$ cat src/rtl/bma_pkg.sv
package bma_pkg;
   typedef enum logic [2:0] {
      OWN_CPU  = 3'd0,
      OWN_REQ  = 3'd1,
      OWN_ACK  = 3'd2,
      OWN_DMA  = 3'd3,
      OWN_EXP  = 3'd4
   } own_state_t;
endpackage

$ cat src/rtl/bma_cpu_pins.sv
module bma_cpu_pins #(
   parameter bit ACTIVE_LOW = 1'b0
) (
   input  logic br_h,
   input  logic bgack_h,
   input  logic bg_pin,
   output logic br_pin,
   output logic bgack_pin,
   output logic bg_h
);
   generate
      if (ACTIVE_LOW) begin : g_low
         assign br_pin    = ~br_h;
         assign bgack_pin = ~bgack_h;
         assign bg_h      = ~bg_pin;
      end else begin : g_high
         assign br_pin    = br_h;
         assign bgack_pin = bgack_h;
         assign bg_h      = bg_pin;
      end
   endgenerate
endmodule

$ cat src/rtl/bma_hold_timer.sv
module bma_hold_timer #(
   parameter int LINE_CYCLES = 1024
) (
   input  logic clk,
   input  logic rst_n,
   input  logic run,
   output logic expire
);
   localparam int CNT_W = $clog2(LINE_CYCLES + 1);
   localparam logic [CNT_W-1:0] LAST = CNT_W'(LINE_CYCLES - 1);

   logic [CNT_W-1:0] cnt_q;

   initial begin
      if (LINE_CYCLES < 2) $error("LINE_CYCLES must be at least 2");
   end

   always_ff @(posedge clk or negedge rst_n) begin
      if (!rst_n)   cnt_q <= '0;
      else if (run) cnt_q <= cnt_q + 1'b1;
      else          cnt_q <= '0;
   end

   assign expire = run && (cnt_q == LAST);
endmodule

$ cat src/rtl/bma_owner_fsm.sv
module bma_owner_fsm
   import bma_pkg::*;
(
   input  logic       clk,
   input  logic       rst_n,
   input  logic       slot,
   input  logic       dma_req,
   input  logic       exp_req,
   input  logic       exp_ok,
   input  logic       bg,
   input  logic       expire,
   output own_state_t state
);
   own_state_t nxt;

   always_comb begin
      nxt = state;
      unique case (state)
         OWN_CPU: if (slot && (dma_req || exp_ok)) nxt = OWN_REQ;
         OWN_REQ: if (bg) nxt = OWN_ACK;
         OWN_ACK: if (slot) begin
            if (dma_req)     nxt = OWN_DMA;
            else if (exp_ok) nxt = OWN_EXP;
            else             nxt = OWN_CPU;
         end
         OWN_DMA: if (slot && !dma_req) nxt = OWN_CPU;
         OWN_EXP: begin
            if (slot && dma_req)      nxt = OWN_DMA;
            else if (expire)          nxt = OWN_CPU;
            else if (slot && !exp_req) nxt = OWN_CPU;
         end
         default: nxt = OWN_CPU;
      endcase
   end

   always_ff @(posedge clk or negedge rst_n) begin
      if (!rst_n) state <= OWN_CPU;
      else        state <= nxt;
   end
endmodule

$ cat src/rtl/bus_master_arbiter.sv
module bus_master_arbiter
   import bma_pkg::*;
#(
   parameter int LINE_CYCLES    = 1024,
   parameter bit CPU_ACTIVE_LOW = 1'b0
) (
   input  logic clk,
   input  logic rst_n,
   input  logic slot_strobe,
   input  logic dma_req,
   input  logic exp_req,
   input  logic cpu_bg,
   output logic cpu_br,
   output logic cpu_bgack,
   output logic dma_grant,
   output logic exp_grant,
   output logic exp_timeout
);
   own_state_t state;
   logic br_h, bgack_h, bg_h;
   logic expire, lock_q, exp_ok, tmo_q;

   assign exp_ok = exp_req && !lock_q;

   bma_owner_fsm u_fsm (
      .clk     (clk),
      .rst_n   (rst_n),
      .slot    (slot_strobe),
      .dma_req (dma_req),
      .exp_req (exp_req),
      .exp_ok  (exp_ok),
      .bg      (bg_h),
      .expire  (expire),
      .state   (state)
   );

   bma_hold_timer #(.LINE_CYCLES(LINE_CYCLES)) u_timer (
      .clk    (clk),
      .rst_n  (rst_n),
      .run    (state == OWN_EXP),
      .expire (expire)
   );

   bma_cpu_pins #(.ACTIVE_LOW(CPU_ACTIVE_LOW)) u_pins (
      .br_h      (br_h),
      .bgack_h   (bgack_h),
      .bg_pin    (cpu_bg),
      .br_pin    (cpu_br),
      .bgack_pin (cpu_bgack),
      .bg_h      (bg_h)
   );

   always_ff @(posedge clk or negedge rst_n) begin
      if (!rst_n) begin
         lock_q <= 1'b0;
         tmo_q  <= 1'b0;
      end else begin
         tmo_q <= expire;
         if (expire)       lock_q <= 1'b1;
         else if (!exp_req) lock_q <= 1'b0;
      end
   end

   assign br_h        = (state == OWN_REQ);
   assign bgack_h     = (state == OWN_ACK) || (state == OWN_DMA) || (state == OWN_EXP);
   assign dma_grant   = (state == OWN_DMA);
   assign exp_grant   = (state == OWN_EXP);
   assign exp_timeout = tmo_q;
endmodule

$ cat config.mk
export PLATFORM = sky130hd
export DESIGN_NAME = bus_master_arbiter
export DESIGN_NICKNAME = d
export VERILOG_FILES = /design/src/rtl/bma_pkg.sv /design/src/rtl/bma_cpu_pins.sv /design/src/rtl/bma_hold_timer.sv /design/src/rtl/bma_owner_fsm.sv /design/src/rtl/bus_master_arbiter.sv
export SDC_FILE = /design/constraint.sdc
export NUM_CORES = 1
export LEC_CHECK = 0
export BUFFER_PORTS_ARGS = -buffer_cell sky130_fd_sc_hd__buf_2
export CAP_MARGIN = 20
export CORE_MARGIN = 4
export CORE_UTILIZATION = 35
export CTS_CLUSTER_SIZE = 28
export DETAILED_ROUTE_END_ITERATION = 6
export PLACE_DENSITY_LB_ADDON = 0.05
export SLEW_MARGIN = 20
export SYNTH_ARGS = -nofsm -noshare
export SYNTH_HDL_FRONTEND = slang
export SYNTH_HIERARCHICAL = 1
export SYNTH_SLANG_ARGS = --single-unit
$ cat constraint.sdc
create_clock -name clk -period 2.89 [get_ports clk]
set_clock_uncertainty 0.2 [all_clocks]
set_input_delay 0.289 -clock clk [delete_from_list [all_inputs] [get_ports clk]]
set_output_delay 0.289 -clock clk [all_outputs]
set_load 0.02 [all_outputs]
==> impl_metrics.toml, run 1 <==
[route]
via_count = 732
dr.first_iter.drc_count = 30
antenna_left = 0
routed_wl_mm = 1.761
route.detailed.drc = 0
wl_per_cell_microns = 13.14
via_per_inst = 5.463
drtPass1Iterations = 4

[global_route]
grt_max_degree = 17
grt_pass1_vias = 722
track_usage_pct = 12.20
grt_pass1_wl_mm = 3.125
grt-ovfl-total = 0
antenna_found_initial = 0

[place]
dpl-instance-area_sq_um = 962.2
dp_hpwl_mm = 1.301
gp_congestion = 0.6647
io_buffers = 10
dp_slack_ns = 0.5619

[synthesis]
synth.most_common_cell = "dfrtp_1"
synth_area_leaders = "dfrtp_1, nor2b_1, a21oi_1"
synth_top_area_share_pct = 44.44
synth_seq_area_share_pct = 44.44
synth_edf_count = 0
synth-async-reset-ratio_pct = 100.0
synth_area_leader_cell = "dfrtp_1"
syn_area_sq_um = 900.9
ys_types = 38
synth_seq_cells = 16
synthFlopType = "dfrtp_1"
syn_inst = 93
syn_nets = 100
synth_common_cells = "dfrtp_1, inv_1, a21oi_1, nor2_1"
syn_area_per_cell_sq_um = 9.687
ys_warn_count = 6

[die]
dieWidth_microns = 58.74
start_util_pct = 36.70
core_sq_mm = 0.002455
dieArea_sq_mm = 0.003450
fp-row-count = 18
die_h_microns = 58.74
pin_count = 11

[finish]
stdcell_area_sq_um = 994.7
post-route-util_pct = 40.52
nets = 113
antennaDiodeCount = 0
syn_to_final_growth_pct = 10.42
fill_cells = 259
drive_above_1_share_pct = 19.23

[sta]
slew_headroom_pct = 65.14
timing.final.ws_setup_ns = 0.5680
finalSetupViolations = 0
tightestPinTransition_ns = 0.5181
rsz0062_at_grt = "no"
fin_tns_setup_ns = 0
min_period_ns = 2.322
final-hold-violation-count = 0
fin_crit_sh_pct = 80.34
slew_violations = 0
fmax_ghz = 0.4307

[power_and_ir_drop]
ir_drop_uv = 274.2
p_leak_nw = 0.4379
power.total_mw = 0.5735
power_per_cell_area_mw_per_mm2 = 576.6

[clocking]
clkLatencyLatePin_ns = 0.28
root_buffer = "clkbuf_4"
cts_resized = 0
numCtsBuffers = 3
clk_pin_slew_ns = 0.09
htree_levels = 1
cts_sinks = 16
cts_tree = "built"
cts_max_path_buffers = 2

[hold_path]
min_path_type = "input pin to flip-flop"

[run]
cap_viol_max_count = 0

[worst_setup_path]
worst-setup-path-type = "flip-flop to flip-flop"
worstPathRequired_ns = 2.85
end_kind = "flip-flop"
cp.arrival_ns = 2.28
crit_path_max_fanout = 4
startpoint_type = "flip-flop"

[status]
outcome = "complete, no violations"
==> layout by cell type, fill, tap and decap left out, types with 2 or more instances in the layout <==
cell type | Yosys | layout
inv_1 | 7 | 7
and3_1 | 2 | 2
nor2b_1 | 5 | 5
nand2_1 | 5 | 5
xor2_1 | 2 | 2
nor4_1 | 2 | 2
o311ai_0 | 2 | 2
a21oi_1 | 6 | 6
nor2_1 | 6 | 6
o31ai_1 | 2 | 2
a21o_1 | 2 | 2
buf_2 | 0 | 10
o21ai_0 | 3 | 3
nand3_1 | 4 | 4
dfrtp_1 | 16 | 16
nand2b_1 | 4 | 4
clkbuf_4 | 0 | 3
==> stage by stage <==
step	instances	hold slack (ns)
after global routing	134	0.03048
final	134	0.02374
after detailed placement	130	0.02773
after floorplan	93	-0.2066
after global placement	130	0.02732
after CTS	134	0.01601
==> worst paths after layout <==
| kind | startpoint | to | slack (ns) | cells past startpoint |
|---|---|---|---|---|
| setup / recovery | u_timer/cnt_q[0]$_DFF_PN0_ | u_fsm/state[1]$_DFFE_PN0P_ | 0.57 | 7 |
| hold / removal | exp_req | lock_q$_DFFE_PN0P_ | 0.02 | 2 |
| setup reg to reg | u_timer/cnt_q[0]$_DFF_PN0_ | u_fsm/state[1]$_DFFE_PN0P_ | 0.57 | 7 |
| hold reg to reg | u_timer/cnt_q[0]$_DFF_PN0_ | u_timer/cnt_q[0]$_DFF_PN0_ | 0.29 | 1 |
| max in group asynchronous | rst_n | u_timer/cnt_q[0]$_DFF_PN0_ | 1.98 | 2 |
| min in group asynchronous | rst_n | u_timer/cnt_q[7]$_DFF_PN0_ | 0.24 | 2 |
==> critical path, stage by stage (launching register included) <==
cell and delay [ns]:
dfrtp_1 0.39, ha_1 0.25, nand2_1 0.14, nor4_1 0.51, inv_1 0.11, o2111ai_2 0.13, o311ai_1 0.15, mux2_1 0.33
==> layer usage <==
layer	track usage (%)	vias to the layer above	share of wire, %
met1	13.88	363	43
met3	3.509	2	3.5
met2	20.35	12	52
met5	0	-	0
met4	6.796	0	1.0
li1	-	355	-
==> final cells by class <==
cell class / instances / area (sq um) / area share [%]
Timing Repair Buffer: 12 / 67.56 / 6.792
Inverter: 8 / 30.03 / 3.019
Multi-Input combinational cell: 65 / 436.7 / 43.90
Tap cell: 30 / 37.54 / 3.774
Sequential cell: 16 / 400.4 / 40.25
Clock buffer: 3 / 22.52 / 2.264
==> sequential cells by signal, summed over array words and instances, names as in the netlist <==
signal / cells
u_fsm/state: 3
u_timer/cnt_q: 11
lock_q: 1
exp_timeout: 1
==> cells by family (layout without fill, tap and decap cells) <==
family / after synthesis / in the layout / share of synthesized area, %
fa+ha+maj: 1 / 1 / 1.389
flops: 16 / 16 / 44.44
simple gates: 38 / 38 / 25.56
buf+inv: 12 / 23 / 7.083
mux: 2 / 2 / 2.361
xor+xnor: 3 / 3 / 2.917
compound gates: 21 / 21 / 16.25
==> where the power goes <==
part | switching, mW | internal (mW) | total (mW)
registers | 0.0488 | 0.240 | 0.288
logic | 0.0899 | 0.0812 | 0.171
clock network | 0.0659 | 0.0483 | 0.114
total | 0.205 | 0.369 | 0.574
==> what timing repair did <==
item                      in CTS  in global routing
hold endpoints to repair      16                  0
hold buffers                   1                  0
buffers inserted               0                  0
No activity file was read; power rests on OpenSTA's default activity.
==> run 2, diff against run 1 <==
==> constraint.sdc (replaced) <==
create_clock -name clk -period 2.2 [get_ports clk]
set_clock_uncertainty 0.2 [all_clocks]
set_input_delay 0.22 -clock clk [delete_from_list [all_inputs] [get_ports clk]]
set_output_delay 0.22 -clock clk [all_outputs]
set_load 0.02 [all_outputs]
==> run 2 against run 1 <==
Compared with the run above:
- first-iteration DRC count rose by 10%
- count of clock-buffer cells in the layout grew 1
- clock power grew 41%
- critical endpoint unchanged
==> impl_metrics.toml, run 2 (same netlist as run 1, synthesis figures left out) <==
[die]
dieWidth_microns = 58.74
fp-row-count = 18
dieArea_sq_mm = 0.003450
core_sq_mm = 0.002455
start_util_pct = 36.70
die_h_microns = 58.74
pin_count = 11

[finish]
final_common_cell = "dfrtp_1"
largest_reg_flops = 11
regMostFlops = "u_timer/cnt_q"
drive_above_1_share_pct = 24.55
antennaDiodeCount = 0
nets = 118
post-route-util_pct = 43.32
final_cell_mix = "dfrtp_1, buf_2, inv_1"
stdcell_count = 140
syn_to_final_growth_pct = 18.06
top_regs = "u_timer/cnt_q (11), u_fsm/state (3)"

[global_route]
antenna_found_initial = 0
grt_pass1_wl_mm = 3.132
use_met3_pct = 2.632
top_usage_layer = "met2"
grt_max_degree = 17
track_usage_pct = 12.14
grt-ovfl-total = 0
use_met2_pct = 21.61
met1_usage_pct = 13.16
grt_pass1_vias = 740

[route]
dr.first_iter.drc_count = 33
drtPass1Iterations = 4
route.detailed.drc = 0
antenna_left = 0
wl_per_cell_microns = 13.16
via_per_inst = 5.236
via_count = 733
routed_wl_mm = 1.843

[sta]
slew_violations = 0
fin_crit_sh_pct = 90.83
tightestPinTransition_ns = 0.3838
rsz0062_at_grt = "no"
finalSetupViolations = 0
final-hold-violation-count = 0
min_period_ns = 1.998
timing.final.ws_setup_ns = 0.2017
slew_headroom_pct = 74.41
fmax_ghz = 0.5004
fin_tns_setup_ns = 0

[power_and_ir_drop]
p_leak_nw = 0.4781
ir_drop_uv = 441.4
power_per_cell_area_mw_per_mm2 = 762.7

[clocking]
cts_max_path_buffers = 2
clk_pin_slew_ns = 0.10
cts_sinks = 16
htree_levels = 1
numCtsBuffers = 3
root_buffer = "clkbuf_4"
clkLatencyLatePin_ns = 0.28
cts_tree = "built"

[place]
dp_cells = 133
dp_slack_ns = 0.1357
io_buffers = 10
dp_hpwl_mm = 1.324
gp_congestion = 0.7725

[worst_setup_path]
end_kind = "flip-flop"
worst-setup-path-type = "flip-flop to flip-flop"
startpoint_type = "flip-flop"
cp.arrival_ns = 1.98
crit_path_max_fanout = 4
worstPathRequired_ns = 2.18

[hold_path]
min_path_type = "input pin to flip-flop"

[status]
outcome = "complete, no violations"

[run]
cap_viol_max_count = 0
run 2: cell count changes in the layout (fill, tap and decap cells not counted), sizes merged:
| cell | previous run | this run |
|---|---|---|
| buf | 11 | 15 |
| dlygate4sd3 | 1 | 2 |
| clkbuf | 3 | 4 |
run 2: path summary, 6_finish.rpt:
| check | startpoint | end | slack [ns] | depth (start not counted) |
|---|---|---|---|---|
| max in group asynchronous | rst_n | u_fsm/state[2]$_DFFE_PN0P_ | 1.33 | 2 |
| setup / recovery | u_timer/cnt_q[0]$_DFF_PN0_ | u_fsm/state[1]$_DFFE_PN0P_ | 0.20 | 7 |
| hold / removal | slot_strobe | u_fsm/state[2]$_DFFE_PN0P_ | 0.07 | 3 |
| setup reg to reg | u_timer/cnt_q[0]$_DFF_PN0_ | u_fsm/state[1]$_DFFE_PN0P_ | 0.20 | 7 |
| min in group asynchronous | rst_n | u_timer/cnt_q[0]$_DFF_PN0_ | 0.18 | 2 |
| hold reg to reg | lock_q$_DFFE_PN0P_ | lock_q$_DFFE_PN0P_ | 0.29 | 1 |
run 2: final cells by class:
cell class,count,area (sq um)
Tap cell,30,37.54
Fill cell,259,1391
Sequential cell,16,401.6
Clock buffer,4,26.28
Multi-Input combinational cell,65,460.4
Inverter,8,30.03
Timing Repair Buffer,17,107.6
run 2: critical path: stages, from the launching register on:
cell	delay, ns
dfrtp_1	0.39
ha_2	0.23
nand2_1	0.13
nor4_4	0.29
inv_1	0.08
o2111ai_2	0.10
o311ai_1	0.14
mux2_1	0.32
run 2: per-layer routing:
| metal | up-vias | wire length, microns |
|---|---|---|
| met5 | - | 0 |
| met4 | 0 | 21 |
| met3 | 2 | 61 |
| met2 | 10 | 984 |
| met1 | 355 | 776 |
| li1 | 366 | - |
run 2: repair_timing:
| item | 4_1_cts | 5_1_grt |
|---|---|---|
| endpoints found under the setup margin | 0 | 1 |
| hold buffers | 2 | 0 |
| setup buffers | 0 | 1 |
| hold endpoints to repair | 17 | 0 |
| gates resized for setup | 0 | 2 |
run 2: stage by stage:
stage               power [mW]  hold WS (ns)  cell area, sq um
finish                  0.8112       0.07316              1064
global route            0.8652       0.04958              1064
CTS                     0.8222       0.05413              1045
detailed placement      0.6508      -0.03609             998.5
global placement        0.6489      -0.03724             998.5
floorplan               0.5932       -0.2756             914.6
run 2: where the power goes:
part	switching, mW	internal, mW	total, mW
Clock	0.0912	0.0703	0.161
Sequential	0.0231	0.316	0.339
Combinational	0.178	0.133	0.311
Total	0.292	0.519	0.811
==> run 3, diff against run 2 <==
--- a/config.mk
+++ b/config.mk
@@ -15,5 +15,4 @@
 export SLEW_MARGIN = 20
 export SYNTH_ARGS = -nofsm -noshare
 export SYNTH_HDL_FRONTEND = slang
-export SYNTH_HIERARCHICAL = 1
 export SYNTH_SLANG_ARGS = --single-unit
==> run 3 against run 2 <==
Compared with the run above:
- global-route usage is 1.7 points lower
- sequential share of layout area is 4.2 points higher
- count of clock-buffer cells in the layout is 1 lower
- utilization is 0.98 points lower
- largest cell class unchanged
==> impl_metrics.toml, run 3 <==
[global_route]
antenna_found_initial = 0
track_usage_pct = 10.42
grt_max_degree = 17
top_usage_layer = "met2"
use_met3_pct = 3.394
use_met2_pct = 16.64
grt-ovfl-total = 0
grt_pass1_vias = 614
met1_usage_pct = 13.04
grt_pass1_wl_mm = 2.656

[sta]
slew_headroom_pct = 75.71
fmax_ghz = 0.4929
rsz0062_at_grt = "no"
timing.hold.ws_ns = 0.1537
final-hold-violation-count = 0
min_period_ns = 2.029
fin_crit_sh_pct = 92.22
slew_violations = 0
tightestPinTransition_ns = 0.3643
finalSetupViolations = 0
fin_tns_setup_ns = 0

[synthesis]
syn_inst = 86
syn_nets = 93
synth.most_common_cell = "dfrtp_1"
synth_seq_area_share_pct = 47.48
synth_seq_cells = 16
syn_area_sq_um = 843.3
ys_warn_count = 0
synth_top_area_share_pct = 47.48
synth_edf_count = 0
synth_common_cells = "dfrtp_1, nor2_1, xor2_1, nand2_1"
synth_area_leaders = "dfrtp_1, xor2_1, nor2_1"
synth_area_leader_cell = "dfrtp_1"
ys_types = 31
synth-async-reset-ratio_pct = 100.0
syn_area_per_cell_sq_um = 9.806
synthFlopType = "dfrtp_1"

[finish]
nets = 107
antennaDiodeCount = 0
regMostFlops = "u_timer.cnt_q"
final_common_cell = "dfrtp_1"
stdcell_area_sq_um = 954.7
largest_reg_flops = 11
final_cell_mix = "dfrtp_1, nor2_1, buf_2"
fill_cells = 236
top_regs = "u_timer.cnt_q (11), u_fsm.state (3)"
drive_above_1_share_pct = 17.35
syn_to_final_growth_pct = 13.20

[clocking]
cts_max_path_buffers = 2
cts_tree = "built"
numCtsBuffers = 3
cts_sinks = 16
htree_levels = 1
clk_pin_slew_ns = 0.08
root_buffer = "clkbuf_4"
clkLatencyLatePin_ns = 0.27
cts_resized = 0

[die]
dieArea_sq_mm = 0.003259
fp-row-count = 17
dieWidth_microns = 57.09
die_h_microns = 57.09
start_util_pct = 37.40
pin_count = 11
core_sq_mm = 0.002255

[route]
dr.first_iter.drc_count = 15
drtPass1Iterations = 4
via_per_inst = 5.071
via_count = 639
route.detailed.drc = 0
routed_wl_mm = 1.574
antenna_left = 0
wl_per_cell_microns = 12.49

[worst_setup_path]
max_stage_delay_ns = 0.57
cp.arrival_ns = 1.61
end_kind = "output port"
crit_path_max_fanout = 9
startpoint_type = "flip-flop"
crit_end = "exp_grant"
critical_path.cell_chain = "or3b_1 -> inv_1 -> buf_2"
r2r-start = "u_fsm.state[1]$_DFFE_PN0P_"
reg2reg_slack_ns = 0.43
worstReg2RegEnd = "u_fsm.state[1]$_DFFE_PN0P_"
worst-setup-path-type = "flip-flop to output port"
worstPathRequired_ns = 1.78
slowest_stage = "or3b_1"
cp-startpoint = "u_fsm.state[1]$_DFFE_PN0P_"
worstRegToRegCells = 4

[place]
dpl-instance-area_sq_um = 912.1
gp_congestion = 0.8451
dp_hpwl_mm = 1.188
io_buffers = 10

[power_and_ir_drop]
power_per_cell_area_mw_per_mm2 = 736.8
p_leak_nw = 0.4472
ir_drop_uv = 364.2

[status]
outcome = "complete, no violations"

[hold_path]
min_path_type = "input pin to flip-flop"

[run]
cap_viol_max_count = 0
run 3: changes by cell type in the layout (fill, tap and decap cells not counted), moves of 2 or more:
| cell | delta |
|---|---|
| a21oi_1 | -2 |
| and2_1 | +2 |
| buf_4 | -4 |
| inv_1 | -4 |
| nand3_1 | -3 |
| nand4_1 | +3 |
| nor2_1 | +6 |
| nor2b_1 | -2 |
| o21ai_0 | -2 |
| o311ai_0 | -2 |
| o31ai_1 | -2 |
| xor2_1 | +5 |
run 3: repair_timing:
action,4_1_cts,5_1_grt
endpoints found under the hold margin,17,0
buffers inserted,0,0
hold buffers,2,0
run 3: stage by stage:
step           instances  worst slack (ns)  power [mW]  utilization [%]
4_1_cts              126            0.1640      0.7144            42.34
6_report             126            0.1711      0.7034            42.34
5_1_grt              126           0.06267      0.7543            42.34
2_1_floorplan         86            0.4261      0.5121                -
3_3_place_gp         121            0.4735      0.5640            40.46
3_5_place_dp         121            0.4465      0.5603            40.46
run 3: cell families (layout without fill, tap and decap cells):
group	Yosys count	after routing	synth area share, %
and+or+nand+nor	39	39	23.89
DFF	16	16	47.48
AOI/OAI and AO/OA	14	14	13.50
xor gates and xnor gates	8	8	8.309
buffers and inverters	7	19	4.154
adders and majority gates	1	1	1.483
muxes	1	1	1.187
run 3: how the worst min path moves through the flow:
stage | from | endpoint | slack, ns | depth (start not counted)
floorplan | rst_n | exp_timeout$_DFF_PN0_ | -0.28 | 0
global placement | rst_n | u_timer.cnt_q[7]$_DFF_PN0_ | -0.04 | 1
detailed placement | rst_n | u_timer.cnt_q[5]$_DFF_PN0_ | -0.04 | 1
CTS | slot_strobe | u_fsm.state[0]$_DFFE_PN0P_ | 0.13 | 3
global route | slot_strobe | u_fsm.state[0]$_DFFE_PN0P_ | 0.14 | 3
finish | slot_strobe | u_fsm.state[0]$_DFFE_PN0P_ | 0.15 | 3
run 3: cell type report:
cell class | instances | area, sq um | area share, %
inverters | 3 | 11.26 | 1.180
clock buffers | 3 | 22.52 | 2.359
well taps | 28 | 35.03 | 3.670
repair buffers | 13 | 77.57 | 8.126
flip-flops and latches | 16 | 400.4 | 41.94
multi-input cells | 63 | 407.9 | 42.73
run 3: critical path: cells and delay by family (launching register included):
family	cells	cell delay, ns
and+or+nand+nor	1	0.57
buffers and inverters	2	0.29
DFF	1	0.48
run 3: per-layer routing:
metal  routed length, microns  part of all wire, %
met1                      774                   49
met2                      736                   47
met3                       46                  2.9
met4                       16                  1.0
met5                        0                    0
run 3: power breakdown:
group          switching [mW]  leakage (nW)  total (mW)  internal [mW]
registers              0.0375         0.221       0.351          0.314
clock network          0.0814        0.0138       0.145         0.0633
logic                   0.123         0.213       0.208         0.0843
total                   0.242         0.447       0.703          0.461
